`config.mk`:
```
export PLATFORM = sky130hd
export DESIGN_NAME = byte_link_buf
export DESIGN_NICKNAME = d
export VERILOG_FILES = /design/src/rtl/sbl_pkg.sv /design/src/rtl/sbl_tx.sv /design/src/rtl/sbl_rx.sv /design/src/rtl/byte_link_buf.sv
export SDC_FILE = /design/constraint.sdc
export NUM_CORES = 1
export LEC_CHECK = 0
export CORE_ASPECT_RATIO = 1.1
export CORE_MARGIN = 4
export CORE_UTILIZATION = 50
export DETAILED_ROUTE_END_ITERATION = 16
export PLACE_DENSITY = 0.86
export SYNTH_ARGS = -nofsm -noshare
export SYNTH_HDL_FRONTEND = slang
export SYNTH_SLANG_ARGS = --single-unit
```
`constraint.sdc`:
```
create_clock -name clk -period 4.45 [get_ports clk]
set_input_delay 1.335 -clock clk [delete_from_list [all_inputs] [get_ports clk]]
set_output_delay 1.335 -clock clk [all_outputs]
set_load 0.01 [all_outputs]
```
`src/rtl/sbl_pkg.sv`:
```
package sbl_pkg;
  typedef enum logic [1:0] {
    TX_IDLE  = 2'd0,
    TX_SHIFT = 2'd1,
    TX_TAIL  = 2'd2
  } tx_state_t;
endpackage

```
`src/rtl/sbl_tx.sv`:
```
module sbl_tx
  import sbl_pkg::*;
#(
  parameter int DATA_W    = 8,
  parameter int TAIL_BITS = 2
) (
  input  logic              clk,
  input  logic              rst,
  input  logic              bit_stb,
  input  logic              wr_en,
  input  logic [DATA_W-1:0] wr_data,
  output logic              tx_empty,
  output logic              tx_bit,
  output logic              tx_active
);
  localparam int CNT_W = (DATA_W > 1) ? $clog2(DATA_W) : 1;
  localparam int TL_W  = $clog2(TAIL_BITS + 1);
  localparam logic [CNT_W-1:0] LAST_BIT  = CNT_W'(DATA_W - 1);
  localparam logic [TL_W-1:0]  LAST_TAIL = TL_W'(TAIL_BITS - 1);

  tx_state_t         st;
  logic [DATA_W-1:0] shreg;
  logic [DATA_W-1:0] shadow;
  logic              shad_vld;
  logic [CNT_W-1:0]  bcnt;
  logic [TL_W-1:0]   tcnt;
  logic              next_avail;
  logic [DATA_W-1:0] next_byte;

  assign next_avail = wr_en || shad_vld;
  assign next_byte  = wr_en ? wr_data : shadow;
  assign tx_bit     = shreg[DATA_W-1];

  // shadow data storage, no reset needed
  always_ff @(posedge clk) begin
    if (wr_en && st == TX_SHIFT) shadow <= wr_data;
  end

  always_ff @(posedge clk) begin
    if (rst) begin
      st        <= TX_IDLE;
      shreg     <= '1;
      bcnt      <= '0;
      tcnt      <= '0;
      shad_vld  <= 1'b0;
      tx_empty  <= 1'b1;
      tx_active <= 1'b0;
    end else begin
      case (st)
        TX_IDLE: begin
          if (wr_en) begin
            shreg     <= wr_data;
            bcnt      <= '0;
            st        <= TX_SHIFT;
            tx_active <= 1'b1;
            tx_empty  <= 1'b0;
          end
        end
        TX_SHIFT: begin
          if (wr_en) begin
            shad_vld <= 1'b1;
            tx_empty <= 1'b0;
          end
          if (bit_stb) begin
            if (bcnt == LAST_BIT) begin
              bcnt <= '0;
              if (next_avail) begin
                shreg    <= next_byte;
                shad_vld <= 1'b0;
              end else begin
                shreg <= '1;
                tcnt  <= '0;
                st    <= TX_TAIL;
              end
            end else begin
              shreg <= {shreg[DATA_W-2:0], 1'b1};
              bcnt  <= bcnt + 1'b1;
              if (bcnt == '0 && !wr_en && !shad_vld) tx_empty <= 1'b1;
            end
          end
        end
        TX_TAIL: begin
          if (bit_stb) begin
            if (tcnt == LAST_TAIL) begin
              st        <= TX_IDLE;
              tx_active <= 1'b0;
              tx_empty  <= 1'b1;
            end else begin
              tcnt <= tcnt + 1'b1;
            end
          end
        end
        default: st <= TX_IDLE;
      endcase
    end
  end

  AST_EMPTY_ON_STROBE: assert property (@(posedge clk) disable iff (rst)
    $rose(tx_empty) |-> $past(bit_stb));
  AST_WRITE_CLEARS_EMPTY: assert property (@(posedge clk) disable iff (rst)
    (wr_en && st != TX_TAIL) |=> !tx_empty);
  AST_TAIL_ONES: assert property (@(posedge clk) disable iff (rst)
    (st == TX_TAIL) |-> (tx_bit && tx_active));
  AST_STOP_ON_STROBE: assert property (@(posedge clk) disable iff (rst)
    $fell(tx_active) |-> ($past(bit_stb) && $past(st == TX_TAIL)));
  AST_TAIL_WRITE_IGNORED: assert property (@(posedge clk) disable iff (rst)
    (st == TX_TAIL && wr_en) |=> tx_empty);
endmodule

```
`src/rtl/sbl_rx.sv`:
```
module sbl_rx #(
  parameter int DATA_W = 8
) (
  input  logic              clk,
  input  logic              rst,
  input  logic              bit_stb,
  input  logic              rx_bit,
  input  logic              rx_active,
  input  logic              rd_en,
  output logic [DATA_W-1:0] rd_data,
  output logic              rx_full,
  output logic              sym_err
);
  localparam int CNT_W = (DATA_W > 1) ? $clog2(DATA_W) : 1;
  localparam logic [CNT_W-1:0] LAST_BIT = CNT_W'(DATA_W - 1);

  logic [DATA_W-1:0] shreg;
  logic [CNT_W-1:0]  bcnt;
  logic              act_q;
  logic              take;
  logic              done;
  logic              ended;

  assign take  = bit_stb && rx_active;
  assign done  = take && (bcnt == LAST_BIT);
  assign ended = act_q && !rx_active;

  // data path without reset: shift register and shadow
  always_ff @(posedge clk) begin
    if (take) shreg   <= {shreg[DATA_W-2:0], rx_bit};
    if (done) rd_data <= {shreg[DATA_W-2:0], rx_bit};
  end

  always_ff @(posedge clk) begin
    if (rst) begin
      act_q   <= 1'b0;
      bcnt    <= '0;
      rx_full <= 1'b0;
      sym_err <= 1'b0;
    end else begin
      act_q   <= rx_active;
      sym_err <= ended && (bcnt != '0);
      if (ended)     bcnt <= '0;
      else if (done) bcnt <= '0;
      else if (take) bcnt <= bcnt + 1'b1;
      if (done)       rx_full <= 1'b1;
      else if (rd_en) rx_full <= 1'b0;
    end
  end

  AST_FULL_FROM_BIT: assert property (@(posedge clk) disable iff (rst)
    $rose(rx_full) |-> $past(bit_stb && rx_active));
  AST_READ_CLEARS_FULL: assert property (@(posedge clk) disable iff (rst)
    (rd_en && !(bit_stb && rx_active)) |=> !rx_full);
  AST_ERR_AFTER_END: assert property (@(posedge clk) disable iff (rst)
    sym_err |-> !$past(rx_active));
  AST_ERR_SINGLE: assert property (@(posedge clk) disable iff (rst)
    sym_err |=> !sym_err);
endmodule

```
`src/rtl/byte_link_buf.sv`:
```
module byte_link_buf #(
  parameter int DATA_W    = 8,
  parameter int TAIL_BITS = 2
) (
  input  logic              clk,
  input  logic              rst,
  input  logic              bit_stb,
  input  logic              wr_en,
  input  logic [DATA_W-1:0] wr_data,
  output logic              tx_empty,
  output logic              tx_bit,
  output logic              tx_active,
  input  logic              rx_bit,
  input  logic              rx_active,
  input  logic              rd_en,
  output logic [DATA_W-1:0] rd_data,
  output logic              rx_full,
  output logic              sym_err
);
  sbl_tx #(.DATA_W(DATA_W), .TAIL_BITS(TAIL_BITS)) u_tx (
    .clk       (clk),
    .rst       (rst),
    .bit_stb   (bit_stb),
    .wr_en     (wr_en),
    .wr_data   (wr_data),
    .tx_empty  (tx_empty),
    .tx_bit    (tx_bit),
    .tx_active (tx_active)
  );

  sbl_rx #(.DATA_W(DATA_W)) u_rx (
    .clk       (clk),
    .rst       (rst),
    .bit_stb   (bit_stb),
    .rx_bit    (rx_bit),
    .rx_active (rx_active),
    .rd_en     (rd_en),
    .rd_data   (rd_data),
    .rx_full   (rx_full),
    .sym_err   (sym_err)
  );

  initial begin
    assert (TAIL_BITS >= 1 && DATA_W >= 2);
  end
endmodule

```
==> flow_summary.ini, run 1 <==
[run_status]
outcome = finished clean

[logic_synthesis]
syn_nets = 226
avgSynthCellArea_sq_um = 10.51
synth_commonest_cells = 24 x dfxtp_1, 23 x a21oi_1, 23 x edfxtp_1, 16 x nand2_1
yosysSeqAreaShare_pct = 55.71
yosys_warnings = 0
synth-seq-cells = 47
synth_area_leaders = edfxtp_1 33%, dfxtp_1 23%, ha_1 6.5%
synth_cells = 200
yosys.area.top_type_share_pct = 32.86
yosysTopAreaCell = edfxtp_1
async_flop_share_pct = 0
synthFlopType = dfxtp_1
yosysMostFrequentCell = dfxtp_1
ys_types = 39
synthesis.area_sq_um = 2102
synth_edf_count = 23

[final_layout]
antennaDiodeCount = 0
layoutNonFillerInstCount = 275
syn_to_final_growth_pct = 17.86
drive_gt1_share_pct = 6.278
fin_util_pct = 61.57
finalNetCount = 248

[sta]
fmax_mhz = 345.7
setup_violations = 0
hold_viol = 0
slew_violations = 0
post-route-period-util_pct = 65.00
rsz0062_at_grt = no
fin_crit_ns = 2.892
worstMarginPinSlew_ns = 0.8316
postLayoutSetupSlackWorst_ns = 1.558
clock-skew-final_ns = 0.006281
fin_setup_tns_ns = 0
timing.hold.ws_ns = 0.4300
max_slew_margin_pct = 44.38

[critical_path]
crit_required_ns = 4.67
slowest_delay_ns = 0.50
crit_path_start = wr_en
r2r-end = u_tx.tcnt[0]$_SDFFE_PP0P_
slowest_stage = or4_1
end_kind = register
ff2ff_setup_slack_ns = 2.19
critical_path_depth = 6
cp.arrival_ns = 3.12
cp_top_family = simple AND/OR/NAND/NOR gates
cp_max_fo = 20
critPathBufInv = 2
start_kind = input port
crit_chain = clkdlybuf4s50_1, buf_4, or2b_4, o211ai_2, or4_1, a21oi_1
reg2regPathDepth = 6
path_class = in -> reg
worstReg2RegStart = u_tx.bcnt[0]$_SDFFE_PP0P_

[placement]
place_inst = 267
routabilityCongestion = 0.7755
pre_cts_ws_ns = 1.225
dp_hpwl_um = 2667
port_buffers = 27

[job]
maxCapViolations = 0

[min_path]
min_from = u_rx.shreg[6]$_DFFE_PP_
min_path_cells = 0
hold_class = reg -> reg
hold_end = u_rx.rd_data[7]$_DFFE_PP_

[clocking]
ctsHoldBuffers = 0
cts_buffers = 5
post-cts-setup-buffers = 0
cts.sinks = 47
clkTransAtPathRegs_ns = 0.09
ctsRootBufferMaster = clkbuf_8
clock_latency_ns = 0.30
cts_tree = yes
cts_resized = 0
cts.path.max_buffers = 2
cts_max_level = 2

[floorplanning]
die_x_um = 69.82
io_pins = 28
rows = 24
fp.dieArea_sq_um = 5307
start_util_pct = 52.24
die_y_um = 76.01
coreArea_sq_um = 4024

[pwr]
power.leakage_uw = 0.0008985
power_density_nw_per_um2 = 507.7
irDropWorstVdd_mv = 0.2600

[route]
vias = 1547
wl_um = 3990
detail_route.wl_per_cell_um = 14.51
drc = 0
antenna_left = 0
dr.pass1.iters = 4
via_per_inst = 5.625
drtIter0Drc = 139

[global_routing]
track_usage_pct = 15.85
globalRouteOverflowTotal = 0
antenna_found_initial = 0
grt_max_degree = 24
grt_pass1_vias = 1461
grt_pass1_wl_um = 6796
-- per-layer routing --
layer | vias up | wire [um] | GRT usage [%]
met5 | - | 0 | 0
met4 | 0 | 78 | 6.897
met3 | 6 | 201 | 3.826
met2 | 49 | 1951 | 25.90
met1 | 734 | 1758 | 19.90
li1 | 758 | - | -
-- metrics by stage --
step / power (uW) / instance area (sq um)
2_1_floorplan: 866.3 / 2102
3_3_place_gp: 923.4 / 2362
3_5_place_dp: 941.5 / 2362
4_1_cts: 1261 / 2477
5_1_grt: 1335 / 2477
6_report: 1258 / 2477
-- where the power goes --
part / switching [uW] / internal [uW] / total, uW
combinational: 211 / 159 / 370
sequential: 43.5 / 524 / 568
clock: 151 / 169 / 320
total: 405 / 853 / 1260
-- layout by cell type, fill, tap and decap left out, types with 2 or more instances in the layout --
cell type | netlist | routed
a21oi_1 | 23 | 23
a22oi_1 | 2 | 2
a311oi_1 | 3 | 3
a31oi_1 | 2 | 2
and3_1 | 2 | 2
clkbuf_8 | 0 | 5
clkdlybuf4s50_1 | 0 | 27
dfxtp_1 | 24 | 24
edfxtp_1 | 23 | 23
ha_1 | 11 | 11
inv_1 | 13 | 13
nand2_1 | 16 | 16
nor2_1 | 14 | 14
nor2b_1 | 5 | 5
nor3b_1 | 6 | 6
o21ai_0 | 14 | 14
o22ai_1 | 6 | 6
or2b_1 | 2 | 2
or3b_1 | 2 | 2
-- cell type report --
type | instances | area (sq um)
Clock buffer | 5 | 68.82
Clock inverter | 3 | 46.29
Fill cell | 328 | 1546
Inverter | 13 | 48.80
Multi-Input combinational cell | 127 | 799.5
Sequential cell | 47 | 1171
Tap cell | 52 | 65.06
Timing Repair Buffer | 28 | 277.8
-- state kept, by name, summed over array words and instances, names as in the netlist --
signal	flops
u_tx.tx_empty	1
u_tx.shad_vld	1
u_tx.tx_active	1
u_tx.bcnt	3
u_rx.sym_err	1
u_tx.shreg	8
u_rx.act_q	1
u_rx.bcnt	3
u_tx.shadow	8
u_rx.rd_data	8
u_tx.tcnt	2
u_rx.rx_full	1
u_tx.st	2
u_rx.shreg	7
-- how the worst max path moves through the flow --
stage / end / slack, ns
after floorplan: u_tx.bcnt[0]$_SDFFE_PP0P_ / 2.06
after global placement: u_tx.bcnt[0]$_SDFFE_PP0P_ / 1.30
after detailed placement: u_tx.bcnt[0]$_SDFFE_PP0P_ / 1.22
after CTS: u_tx.bcnt[0]$_SDFFE_PP0P_ / 1.56
after global routing: u_tx.bcnt[0]$_SDFFE_PP0P_ / 1.42
final: u_tx.bcnt[0]$_SDFFE_PP0P_ / 1.56
-- cell families after synthesis --
family                   Yosys count  synth area share (%)
AO/OA/AOI/OAI                     58                 16.31
AND/OR/NAND/NOR                   57                 14.76
flip-flops                        47                 55.71
buffers and inverters             26                 6.250
adder cells (fa/ha/maj)           11                 6.548
XOR/XNOR                           1                0.4167
Note: power is estimated with default switching activity, not from simulation.
==> run 2, diff against run 1 <==
==> constraint.sdc (replaced) <==
create_clock -name clk -period 2.85 [get_ports clk]
set_input_delay 0.855 -clock clk [delete_from_list [all_inputs] [get_ports clk]]
set_output_delay 0.855 -clock clk [all_outputs]
set_load 0.01 [all_outputs]
==> run 2 against run 1 <==
  * First-iteration DRC count down 27%
  * Non-clock buffer count rose by 4
  * Combinational power is 61% higher
  * Die area did not move
  * Sequential cell count stayed put
  * Final cell count grew 1.5%
  * Global-route usage shrank 0.79 points
  * Critical path depth down 1
  * Largest cell class unchanged
==> flow_summary.ini, run 2 (synthesis results as in run 1) <==
[run_status]
outcome = finished clean

[clocking]
post-cts-setup-buffers = 0
cts_resized = 0
clock_latency_ns = 0.30
cts_buffers = 5
cts_tree = yes
clkTransAtPathRegs_ns = 0.09
ctsRootBufferMaster = clkbuf_8
cts.sinks = 47
ctsHoldBuffers = 0
cts.path.max_buffers = 2
cts_max_level = 2

[final_layout]
syn_to_final_growth_pct = 19.29
drive_gt1_share_pct = 7.930
regArea_sq_um = 1171
finalNetCount = 252
mostFrequentLayoutCell = clkdlybuf4s50_1
multiInputGateArea_sq_um = 799.5
final_cell_mix = 27 x clkdlybuf4s50_1, 24 x dfxtp_1, 23 x a21oi_1, 23 x edfxtp_1, 16 x nand2_1
nFillCells = 345
antennaDiodeCount = 0
reg_top3 = u_rx.rd_data x8, u_tx.shadow x8, u_tx.shreg x8

[pwr]
irDropWorstVdd_mv = 0.5942
power.total_uw = 1970
power_density_nw_per_um2 = 785.6
power.leakage_uw = 0.0009188

[floorplanning]
fp.dieArea_sq_um = 5307
start_util_pct = 52.24
coreArea_sq_um = 4024
die_y_um = 76.01
rows = 24
io_pins = 28
die_x_um = 69.82

[global_routing]
grt_max_degree = 20
track_usage_pct = 15.07
antenna_found_initial = 0
grt_pass1_wl_um = 6417
grt_pass1_vias = 1399
globalRouteOverflowTotal = 0

[placement]
routabilityCongestion = 0.8851
dp_hpwl_um = 2649
port_buffers = 27

[critical_path]
crit_required_ns = 3.07
cp_max_fo = 12
start_kind = input port
crit_path_start = wr_en
crit_chain = clkdlybuf4s50_1, buf_4, and2_1, nor2_1, a311oi_1
worstReg2RegStart = u_tx.st[1]$_SDFFE_PP0P_
end_kind = register
cp.arrival_ns = 2.41
slowest_stage = clkdlybuf4s50_1
slowest_delay_ns = 0.63
path_class = in -> reg

[sta]
slew_violations = 0
worstMarginPinSlew_ns = 0.4698
fin_crit_ns = 2.189
rsz0062_at_grt = no
hold_viol = 0
clock-skew-final_ns = 0.004139
post-route-period-util_pct = 76.80
fmax_mhz = 456.9
setup_violations = 0
max_slew_margin_pct = 68.68
fin_setup_tns_ns = 0

[route]
wl_um = 3836
drtIter0Drc = 102
drc = 0
via_per_inst = 5.366
antenna_left = 0
detail_route.wl_per_cell_um = 13.75
vias = 1497
dr.pass1.iters = 4

[min_path]
hold_class = reg -> reg
min_from = u_rx.shreg[6]$_DFFE_PP_

[job]
maxCapViolations = 0
## run 2: worst paths after layout
check | endpoint | slack [ns] | cells after the start
hold reg to reg | u_rx.rd_data[7]$_DFFE_PP_ | 0.44 | 0
setup reg to reg | u_tx.tcnt[1]$_SDFFE_PP0P_ | 0.81 | 6
hold / removal | u_rx.rd_data[7]$_DFFE_PP_ | 0.44 | 0
setup / recovery | u_tx.shad_vld$_SDFFE_PP0P_ | 0.66 | 5
## run 2: layout make-up
type | instances | area share [%]
repair buffers | 32 | 12.28
clock buffers | 5 | 2.745
flip-flops and latches | 47 | 46.71
clock inverters | 3 | 1.846
well taps | 52 | 2.595
inverters | 13 | 1.946
multi-input cells | 127 | 31.89
## run 2: power breakdown
group	internal, uW	switching [uW]
sequential	818	63.9
clock	264	229
combinational	270	325
## run 2: worst max-delay path: cells and delay by family
family | cells | cell delay [ns]
buffers and inverters | 2 | 0.86
and+or+nand+nor | 2 | 0.49
AOI/OAI and AO/OA | 1 | 0.19
## run 2: routing by layer
| metal | global-route usage, % | part of all wire (%) | vias to the layer above |
|---|---|---|---|
| li1 | - | - | 763 |
| met1 | 18.22 | 45 | 693 |
| met2 | 25.14 | 49 | 34 |
| met3 | 4.881 | 5.0 | 7 |
| met4 | 5.172 | 1.6 | 0 |
| met5 | 0 | 0 | - |
## run 2: per-stage QoR
stage	instances	setup slack, ns	hold WS (ns)	util (%)	area (sq um)
after floorplan	200	0.9439	0.4003	-	2102
after global placement	271	0.4068	0.4035	59.45	2392
after detailed placement	271	0.3559	0.4262	59.45	2392
after CTS	279	0.6676	0.4485	62.31	2507
after global routing	279	0.5142	0.4478	62.31	2507
final	279	0.6612	0.4435	62.31	2507
==> run 3, diff against run 2 <==
--- a/config.mk
+++ b/config.mk
@@ -7,9 +7,9 @@
 export LEC_CHECK = 0
 export CORE_ASPECT_RATIO = 1.1
 export CORE_MARGIN = 4
-export CORE_UTILIZATION = 50
+export CORE_UTILIZATION = 49
 export DETAILED_ROUTE_END_ITERATION = 16
-export PLACE_DENSITY = 0.86
+export PLACE_DENSITY = 0.87
 export SYNTH_ARGS = -nofsm -noshare
 export SYNTH_HDL_FRONTEND = slang
 export SYNTH_SLANG_ARGS = --single-unit
==> constraint.sdc (replaced) <==
create_clock -name clk -period 1.83 [get_ports clk]
set_input_delay 0.549 -clock clk [delete_from_list [all_inputs] [get_ports clk]]
set_output_delay 0.549 -clock clk [all_outputs]
set_load 0.01 [all_outputs]
==> run 3 against run 2 <==
  * Via count grew 6.0%
  * Sequential cell count did not move
  * Combinational power up 73%
  * Non-clock buffer count up 16
  * Worst hold slack lost 0.0069 ns
  * Core utilization up 3.6 points
  * Count of clock-buffer cells in the layout is the same
==> flow_summary.ini, run 3 (synthesis results as in run 1) <==
[run_status]
outcome = finished clean

[route]
detail_route.wl_per_cell_um = 13.66
drtIter0Drc = 126
via_per_inst = 5.380
vias = 1587
drc = 0
wl_um = 4030
dr.pass1.iters = 4
antenna_left = 0

[critical_path]
start_kind = register
reg2regPathDepth = 7
crit_chain = clkdlybuf4s50_1
critPathBufInv = 1
ff2ff_setup_slack_ns = 0.11
crit_path_start = u_tx.tx_empty$_SDFFE_PP1P_
worstReg2RegStart = u_tx.bcnt[0]$_SDFFE_PP0P_
slowest_stage = clkdlybuf4s50_1
end_kind = output pin
slowest_delay_ns = 0.54
crit_required_ns = 1.28
cp_max_fo = 3
cp.arrival_ns = 1.20
critical_path_depth = 1
cp_top_family = buffers and inverters
r2r-end = u_tx.st[0]$_SDFFE_PP0P_
path_class = reg -> out
endpoint = tx_empty

[floorplanning]
die_x_um = 70.45
io_pins = 28
rows = 24
coreArea_sq_um = 4054
die_y_um = 76.70
start_util_pct = 51.85
fp.dieArea_sq_um = 5403

[min_path]
hold_class = reg -> reg

[clocking]
ctsRootBufferMaster = clkbuf_8
clock_latency_ns = 0.30
cts_tree = yes
cts.path.max_buffers = 2
cts.sinks = 47
cts_buffers = 5
clkTransAtPathRegs_ns = 0.09
ctsHoldBuffers = 0
cts_max_level = 2

[final_layout]
finalNetCount = 268
antennaDiodeCount = 0
reg_top3 = u_rx.rd_data x8, u_tx.shadow x8, u_tx.shreg x8
syn_to_final_growth_pct = 27.02
layoutNonFillerInstCount = 295
drive_gt1_share_pct = 14.81
final_cell_mix = 24 x clkdlybuf4s50_1, 24 x dfxtp_1, 23 x a21oi_1, 23 x edfxtp_1, 19 x buf_4

[sta]
setup_violations = 0
slew_violations = 0
rsz0062_at_grt = no
fmax_mhz = 571.6
post-route-period-util_pct = 95.60
postLayoutSetupSlackWorst_ns = 0.08059
max_slew_margin_pct = 77.48
worstMarginPinSlew_ns = 0.3374
hold_viol = 0
clock-skew-final_ns = 0.008000
fin_crit_ns = 1.749

[global_routing]
antenna_found_initial = 0
globalRouteOverflowTotal = 0
grt_pass1_vias = 1524
grt_pass1_wl_um = 6789
grt_max_degree = 22
track_usage_pct = 15.37

[placement]
dp_hpwl_um = 2831
place_inst = 286
routabilityCongestion = 0.7982
port_buffers = 27
pre_cts_ws_ns = -0.2754

[job]
maxCapViolations = 0

[pwr]
power.total_uw = 3175
irDropWorstVdd_mv = 0.8904
power_density_nw_per_um2 = 1189
power.leakage_uw = 0.001041
-- run 3: cell count changes in the layout (fill, tap and decap cells not counted), sizes merged --
cell           before  now
clkinv              0    1
dlymetal6s2s        0    3
clkinvlp            1    0
clkdlybuf4s50      27   24
buf                 5   21
-- run 3: report_power, final --
part | switching, uW | internal (uW)
registers | 100 | 1270
logic | 529 | 502
clock network | 356 | 414
total | 985 | 2190
-- run 3: area by class of cell --
cell class              count  area, sq um
multi-input cells         127        808.3
clock inverters             3        47.55
flip-flops and latches     47         1171
well taps                  52        65.06
repair buffers             48        460.4
fillers                   317         1384
inverters                  13        48.80
clock buffers               5        68.82
-- run 3: timing repair --
item,in CTS,in global routing
gates resized for setup,0,5
setup endpoints to repair,0,7
setup buffers,0,1
-- run 3: worst min path at each step --
| stage | from | end | slack (ns) | cells past startpoint |
|---|---|---|---|---|
| after floorplan | u_rx.shreg[6]$_DFFE_PP_ | u_rx.rd_data[7]$_DFFE_PP_ | 0.40 | 0 |
| after global placement | u_rx.shreg[6]$_DFFE_PP_ | u_rx.rd_data[7]$_DFFE_PP_ | 0.40 | 0 |
| after detailed placement | u_rx.shreg[6]$_DFFE_PP_ | u_rx.rd_data[7]$_DFFE_PP_ | 0.42 | 0 |
| after CTS | u_rx.shreg[6]$_DFFE_PP_ | u_rx.rd_data[7]$_DFFE_PP_ | 0.45 | 0 |
| after global routing | u_rx.shreg[6]$_DFFE_PP_ | u_rx.rd_data[7]$_DFFE_PP_ | 0.47 | 0 |
| final | u_rx.shreg[6]$_DFFE_PP_ | u_rx.rd_data[7]$_DFFE_PP_ | 0.44 | 0 |
-- run 3: through the flow --
stage	hold slack, ns	area (sq um)	TNS, ns	util (%)
after CTS	0.4457	2646	0	65.28
after floorplan	0.4003	2102	0	-
after global routing	0.4707	2670	0	65.86
after global placement	0.4039	2530	-4.975	62.41
after detailed placement	0.4238	2530	-6.133	62.41
final	0.4367	2670	0	65.86
-- run 3: worst register-to-register path, stage by stage (launching register included) --
cell and delay, ns:
dfxtp_1 0.34, ha_1 0.20, ha_1 0.19, nor3b_2 0.17, buf_4 0.14, or2b_1 0.24
a31o_2 0.25, a21oi_1 0.13
-- run 3: metal layers --
metal  track usage (%)  part of all wire [%]  vias up
met5                 0                     0        -
met4             5.364                   2.1        0
met3             3.007                   4.8        9
met2             27.25                    51       47
met1             18.31                    42      737
li1                  -                     -      794
